## src/rtl/rop_pkg.sv

```systemverilog
// Package: shared encodings for the raster-op pixel mixer.
// Assumes mix registers place source select in bits 6:5 and function in 3:0.
package rop_pkg;
    typedef enum logic [1:0] {
        SRC_BG     = 2'd0,
        SRC_FG     = 2'd1,
        SRC_HOST   = 2'd2,
        SRC_SCREEN = 2'd3
    } rop_src_e;

    typedef enum logic [1:0] {
        CMP_OFF_A  = 2'd0,
        CMP_OFF_B  = 2'd1,
        CMP_IF_NE  = 2'd2,
        CMP_IF_EQ  = 2'd3
    } rop_cmp_e;

    localparam int MIX_REG_W = 8;
    localparam int FUNC_W    = 4;
    localparam int SRC_LO    = 5;
endpackage

```

## src/rtl/rop_src_select.sv

```systemverilog
// Source selector: picks the source colour from one of four inputs.
// Assumes the select code follows rop_src_e.
module rop_src_select #(
    parameter int PIX_W = 32
) (
    input  rop_pkg::rop_src_e  sel,
    input  logic [PIX_W-1:0]   bg_color,
    input  logic [PIX_W-1:0]   fg_color,
    input  logic [PIX_W-1:0]   host_data,
    input  logic [PIX_W-1:0]   screen_data,
    output logic [PIX_W-1:0]   src
);
    import rop_pkg::*;

    // Four-way source multiplexer.
    always_comb begin
        unique case (sel)
            SRC_BG:   src = bg_color;
            SRC_FG:   src = fg_color;
            SRC_HOST: src = host_data;
            default:  src = screen_data;
        endcase
    end
endmodule

```

## src/rtl/rop_mix_alu.sv

```systemverilog
// Boolean mix unit: applies one of sixteen bitwise functions to S and D.
// Assumes func is the 4-bit code taken from the active mix register.
module rop_mix_alu #(
    parameter int PIX_W = 32
) (
    input  logic [3:0]        func,
    input  logic [PIX_W-1:0]  s,
    input  logic [PIX_W-1:0]  d,
    output logic [PIX_W-1:0]  y
);
    // Function decode over the whole word.
    always_comb begin
        unique case (func)
            4'h0: y = ~d;
            4'h1: y = '0;
            4'h2: y = '1;
            4'h3: y = d;
            4'h4: y = ~s;
            4'h5: y = s ^ d;
            4'h6: y = ~(s ^ d);
            4'h7: y = s;
            4'h8: y = ~(s & d);
            4'h9: y = ~s | d;
            4'hA: y = s | ~d;
            4'hB: y = s | d;
            4'hC: y = s & d;
            4'hD: y = s & ~d;
            4'hE: y = ~s & d;
            default: y = ~(s | d);
        endcase
    end
endmodule

```

## src/rtl/rop_cmp_gate.sv

```systemverilog
// Colour compare gate: decides whether the pixel may be written.
// Assumes both operands arrive already truncated to the pixel depth.
module rop_cmp_gate #(
    parameter int PIX_W = 32
) (
    input  rop_pkg::rop_cmp_e  mode,
    input  logic [PIX_W-1:0]   src,
    input  logic [PIX_W-1:0]   cmp,
    output logic               pass
);
    import rop_pkg::*;

    logic same;

    // Equality, then mode-dependent pass decision.
    always_comb begin
        same = (src == cmp);
        unique case (mode)
            CMP_IF_NE: pass = !same;
            CMP_IF_EQ: pass = same;
            default:   pass = 1'b1;
        endcase
    end
endmodule

```

## src/rtl/rop_mono_reduce.sv

```systemverilog
// Mono reduction: a screen word becomes 1 when every read-mask bit is set.
// Assumes the mask has already been truncated to the pixel depth.
module rop_mono_reduce #(
    parameter int PIX_W = 32
) (
    input  logic [PIX_W-1:0] data,
    input  logic [PIX_W-1:0] mask,
    output logic             bit_out
);
    logic [PIX_W-1:0] covered;

    // Per-bit coverage: a bit is fine if unmasked or set.
    for (genvar i = 0; i < PIX_W; i++) begin : g_cover
        assign covered[i] = data[i] | ~mask[i];
    end

    // All bits covered gives a mono 1.
    always_comb bit_out = &covered;
endmodule

```

## src/rtl/rop_pixel_mixer.sv

```systemverilog
// Raster-op pixel mixer top: mix selection, source pick, boolean mix,
// compare gate and write-mask merge, registered once.
// Assumes one request per cycle and no back-pressure.
module rop_pixel_mixer #(
    parameter int PIX_W = 32
) (
    input  logic             clk,
    input  logic             rst_n,
    input  logic             in_valid,
    input  logic             mix_bit,
    input  logic             mono_from_screen,
    input  logic [7:0]       fg_mix,
    input  logic [7:0]       bg_mix,
    input  logic [1:0]       cmp_mode,
    input  logic [1:0]       depth,
    input  logic [PIX_W-1:0] fg_color,
    input  logic [PIX_W-1:0] bg_color,
    input  logic [PIX_W-1:0] host_data,
    input  logic [PIX_W-1:0] screen_data,
    input  logic [PIX_W-1:0] dest_data,
    input  logic [PIX_W-1:0] cmp_color,
    input  logic [PIX_W-1:0] write_mask,
    input  logic [PIX_W-1:0] read_mask,
    output logic             out_valid,
    output logic             out_we,
    output logic [PIX_W-1:0] out_data,
    output logic             out_mono
);
    import rop_pkg::*;

    localparam logic [PIX_W-1:0] MASK_8  = PIX_W'({8{1'b1}});
    localparam logic [PIX_W-1:0] MASK_16 = PIX_W'({16{1'b1}});

    logic [PIX_W-1:0]     depth_mask;
    logic                 screen_bit;
    logic                 eff_bit;
    logic [MIX_REG_W-1:0] act_mix;
    logic [PIX_W-1:0]     src;
    logic [PIX_W-1:0]     mixed;
    logic [PIX_W-1:0]     merged;
    logic                 pass;

    // Pixel-depth truncation mask.
    always_comb begin
        unique case (depth)
            2'd0:    depth_mask = MASK_8;
            2'd1:    depth_mask = MASK_16;
            default: depth_mask = '1;
        endcase
    end

    rop_mono_reduce #(.PIX_W(PIX_W)) u_mono (
        .data    (screen_data),
        .mask    (read_mask & depth_mask),
        .bit_out (screen_bit)
    );

    // Effective mix bit and active mix register.
    always_comb begin
        eff_bit = mono_from_screen ? screen_bit : mix_bit;
        act_mix = eff_bit ? fg_mix : bg_mix;
    end

    rop_src_select #(.PIX_W(PIX_W)) u_src (
        .sel         (rop_src_e'(act_mix[SRC_LO+1:SRC_LO])),
        .bg_color    (bg_color),
        .fg_color    (fg_color),
        .host_data   (host_data),
        .screen_data (screen_data),
        .src         (src)
    );

    rop_mix_alu #(.PIX_W(PIX_W)) u_alu (
        .func (act_mix[FUNC_W-1:0]),
        .s    (src),
        .d    (dest_data),
        .y    (mixed)
    );

    rop_cmp_gate #(.PIX_W(PIX_W)) u_cmp (
        .mode (rop_cmp_e'(cmp_mode)),
        .src  (src & depth_mask),
        .cmp  (cmp_color & depth_mask),
        .pass (pass)
    );

    // Write-mask merge against the old destination.
    always_comb merged = (mixed & write_mask) | (dest_data & ~write_mask);

    // Output stage register.
    always_ff @(posedge clk) begin
        if (!rst_n) begin
            out_valid <= 1'b0;
            out_we    <= 1'b0;
            out_data  <= '0;
            out_mono  <= 1'b0;
        end else begin
            out_valid <= in_valid;
            out_we    <= in_valid && pass;
            if (in_valid) begin
                out_data <= merged;
                out_mono <= screen_bit;
            end
        end
    end

    AST_WE_NEEDS_VALID: assert property (@(posedge clk) disable iff (!rst_n)
        out_we |-> out_valid);
    AST_ONE_CYCLE: assert property (@(posedge clk) disable iff (!rst_n)
        in_valid |=> out_valid);
    AST_IDLE_QUIET: assert property (@(posedge clk) disable iff (!rst_n)
        !in_valid |=> (!out_valid && !out_we));
    AST_MASK_KEEP: assert property (@(posedge clk) disable iff (!rst_n)
        in_valid |=> (((out_data ^ $past(dest_data)) & ~$past(write_mask)) == '0));
    AST_NE_BLOCKS: assert property (@(posedge clk) disable iff (!rst_n)
        (in_valid && cmp_mode == 2'd2 && ((src ^ cmp_color) & depth_mask) == '0) |=> !out_we);
    AST_EQ_BLOCKS: assert property (@(posedge clk) disable iff (!rst_n)
        (in_valid && cmp_mode == 2'd3 && ((src ^ cmp_color) & depth_mask) != '0) |=> !out_we);
endmodule

```

## config.mk

```make
export PLATFORM = sky130hd
export DESIGN_NAME = rop_pixel_mixer
export DESIGN_NICKNAME = d
export VERILOG_FILES = /design/src/rtl/rop_pkg.sv /design/src/rtl/rop_src_select.sv /design/src/rtl/rop_mix_alu.sv /design/src/rtl/rop_cmp_gate.sv /design/src/rtl/rop_mono_reduce.sv /design/src/rtl/rop_pixel_mixer.sv
export SDC_FILE = /design/constraint.sdc
export NUM_CORES = 1
export LEC_CHECK = 0
export BUFFER_PORTS_ARGS = -buffer_cell sky130_fd_sc_hd__clkbuf_2
export CORE_MARGIN = 3
export CORE_UTILIZATION = 53
export CTS_BUF_LIST = sky130_fd_sc_hd__clkbuf_4
export DETAILED_ROUTE_END_ITERATION = 10
export PLACE_DENSITY = 0.93
export RECOVER_POWER = 50
export SLEW_MARGIN = 15
export SYNTH_ARGS = -nofsm -noshare
export SYNTH_HDL_FRONTEND = slang
export SYNTH_HIERARCHICAL = 1
export SYNTH_SLANG_ARGS = --single-unit
```

## constraint.sdc

```tcl
create_clock -name clk -period 4.9 [get_ports clk]
set_input_delay 0.49 -clock clk [delete_from_list [all_inputs] [get_ports clk]]
set_output_delay 0.49 -clock clk [all_outputs]
set_load 0.05 [all_outputs]
```

==> results_dict.tcl <==
set metrics [dict create \
    cts_setup_buffers 0 \
    syn-num-nets 1538 \
    combPwrFrac_pct 69.8 \
    setup_viol 0 \
    grt_pass1_wl_um 52060 \
    ioPinCount 316 \
    start_kind "input pin" \
    synth-edff-count 0 \
    overflow 0 \
    viasPerCell 6.357 \
    syn_area_per_cell_um2 8.130 \
    root_buffer "clkbuf_4" \
    grt_usage_pct 35.15 \
    holdPathStages 3 \
    p_int_w 0.001059 \
    vias 10440 \
    sw_frac_of_total_pct 46.79 \
    hold_buffers 0 \
    p_leak_nw 5.581 \
    dieHeight_um 137.6 \
    hold_viol_final 0 \
    grt_antenna_before_repair 5 \
    reg2reg_depth 2 \
    synth-seq-cells 35 \
    clk_latency_ps 360 \
    core_um2 16760 \
    total_power_w 0.001990 \
    ir_drop_mv 0.1552 \
    grt_setup_unrepaired "no" \
    grt_pass1_vias 9764 \
    outcome "complete, but fails checks" \
    drtPass1Iterations 6 \
    ys_types 51 \
    min_path_type "input pin to flop" \
    start_util_pct 54.77 \
    report.final.slew_viol_count 68 \
    hold-worst-slack_ps 428.1 \
    crit_type "input pin to flop" \
    drcViolationCount 0 \
    path_clk_slew_ps 130 \
    p_per_area_nw_per_um2 178.3 \
    end_kind "flop" \
    clockBufferDepth 2 \
    drt-initial-drc-count 1439 \
    p_sw_w 0.0009311 \
    fmax_mhz 217.0 \
    maxSlewHeadroom_pct -60.63 \
    clkPwrFrac_pct 14.0 \
    nNetsFinal 1827 \
    post_cts_resized 0 \
    period_needed_ps 4608 \
    syn_area_um2 9179 \
    violations "max-capacitance violations, max-slew violations" \
    rows 47 \
    crit_required_ps 5050 \
    setup-tns-final_ps 0 \
    drt-total-wl_um 35600 \
    gp_congestion 0.9892 \
    post-route-util_pct 66.58 \
    worstMarginPinSlew_ps 2410 \
    ant_nets 0 \
    finClkSkew_ps 0 \
    cts_buffers 5 \
    synth_top_area_share_pct 17.45 \
    dpl.hpwl_um 27690 \
    clock-sinks 35 \
    fin_crit_sh_pct 94.05 \
    die_width_um 137.6 \
    seq_area_frac_synth_pct 7.634 \
    synthTopCellsByArea "ha_1, mux2i_1, dfxtp_1, mux4_2, inv_1" \
    wl_per_cell_um 21.66 \
    grt_max_degree 68 \
    cts_max_level 2 \
    ys_warn_count 6 \
    io_buffer_count 311 \
    worstPathArrival_ps 4760 \
    synth_top_area_cell "ha_1" \
    seq_power_share_pct 16.2 \
    path_max_fanout 24 \
    cts_tree "done" \
    die_area_um2 18930 \
    drv_cap 1 \
    area_growth_pct 21.58 \
    syn_inst 1129 \
    drive_gt1_share_pct 28.75 \
    async_reset_ff_share_pct 0 \
    synth_ff_type "dfxtp_1" \
]
==> kinds of logic (layout without fill, tap and decap cells) <==
| group | after synthesis | count (layout) | synth area share, % |
|---|---|---|---|
| xor gates and xnor gates | 37 | 37 | 3.531 |
| adders and majority gates | 128 | 128 | 17.45 |
| and+or+nand+nor | 206 | 206 | 12.46 |
| buffers and inverters | 192 | 482 | 9.583 |
| other | 0 | 4 | 0 |
| AOI/OAI and AO/OA | 366 | 366 | 26.27 |
| DFF | 35 | 35 | 7.634 |
| muxes | 165 | 165 | 23.08 |
==> metal layers <==
layer  vias up  GRT usage (%)  wire length (um)
li1       4714              -                 -
met1      4832          44.21             13200
met2       783          58.81             16860
met3       115          5.223              3872
met4         0          16.69              1663
met5         -              0                 0
==> placed cells by master, fill, tap and decap left out, types with 5 or more instances in the layout <==
cell type    n
o22a_1      27
nand4_1      9
a2bb2oi_1   27
nand2b_1    31
and2_1      50
inv_1       96
mux2_2      15
buf_4       60
a22oi_1     27
buf_12       6
o21ai_0     60
mux4_2      30
clkbuf_4     5
nor2_1      61
mux2_1      20
o22ai_1     47
clkbuf_1    35
a211oi_1    31
mux2i_1     95
nor4_1       5
nor2b_1     27
xnor2_1     36
clkbuf_2   276
a21oi_1     65
a31oi_1     33
nor3_1       5
a21o_1      28
dfxtp_1     35
ha_1       128
==> worst max-delay path, stage by stage <==
cell      delay (ps)
clkbuf_2         100
nor2_2            70
buf_4            290
nor2b_1           80
inv_1             60
o22ai_1           80
nor4_1           500
buf_4            210
and4_1           250
mux2i_4          110
buf_4            190
mux2_2           330
buf_4            220
mux4_1           340
buf_4            170
inv_1             60
ha_1             210
mux2i_1          170
o22ai_1          120
a211oi_1         230
a31oi_1          160
mux2i_1          210
a21oi_1          100
==> per-stage QoR <==
step                setup WS [ps]  cell area [um^2]  std cells
finish                      291.6             11160       1643
global route                178.5             11160       1643
CTS                         483.5             11190       1639
detailed placement          92.81             11090       1631
global placement            179.2             11090       1631
floorplan                   977.3              9179       1129
==> cells in the mapped netlist (2+ instances only) <==
library cell and n:
a2bb2oi_1 27, nor4_1 5, o221ai_1 2, o22ai_1 47
a21o_1 28, mux4_1 2, nor2b_1 30, a32o_1 4
and2_1 50, ha_1 128, a211oi_1 31, mux2_1 20
mux4_2 30, nand4_1 9, o2bb2ai_1 4, xnor2_1 36
nor4_2 2, buf_2 43, mux2i_1 95, o21ai_0 60
clkbuf_1 37, o31ai_1 4, a31oi_1 33, a22oi_1 27
nor3_1 5, dfxtp_1 35, inv_1 96, mux2_2 17
a21oi_1 65, o22a_1 27, o21ai_1 4, buf_4 5
buf_12 3, nand3b_1 2, nor2_1 64, buf_6 5
nand2_1 2, buf_1 2, nand2b_1 31
==> power groups by stage <==
stage                     registers (W)  clock network (W)  logic [W]
after floorplan                0.000413                  0   0.000830
after global placement         0.000327                  0    0.00130
after detailed placement       0.000328                  0    0.00135
after CTS                      0.000322           0.000283    0.00136
after global routing           0.000325           0.000292    0.00148
final                          0.000322           0.000279    0.00139
==> state kept, by name (all words and copies together), names as in the netlist <==
register / cells
out_we: 1
out_data: 32
out_mono: 1
out_valid: 1
==> final timing paths <==
check	from	endpoint	slack [ps]
setup / recovery	depth[1]	out_data[31]$_SDFFE_PN0P_	290
hold / removal	write_mask[5]	out_data[5]$_SDFFE_PN0P_	430
setup reg to reg	out_data[31]$_SDFFE_PN0P_	out_data[31]$_SDFFE_PN0P_	4060
hold reg to reg	out_mono$_SDFFE_PN0P_	out_mono$_SDFFE_PN0P_	540
==> final cells by class <==
type	instances	area [um^2]
sequential	35	700.7
fill	1342	5600
tap	220	275.3
antenna	4	10.01
timing repair buffer	377	2083
clock inverter	3	67.56
inverter	97	364.1
multi-input combinational	902	7621
clock buffer	5	37.54
Power figures use the tool's default switching activity.
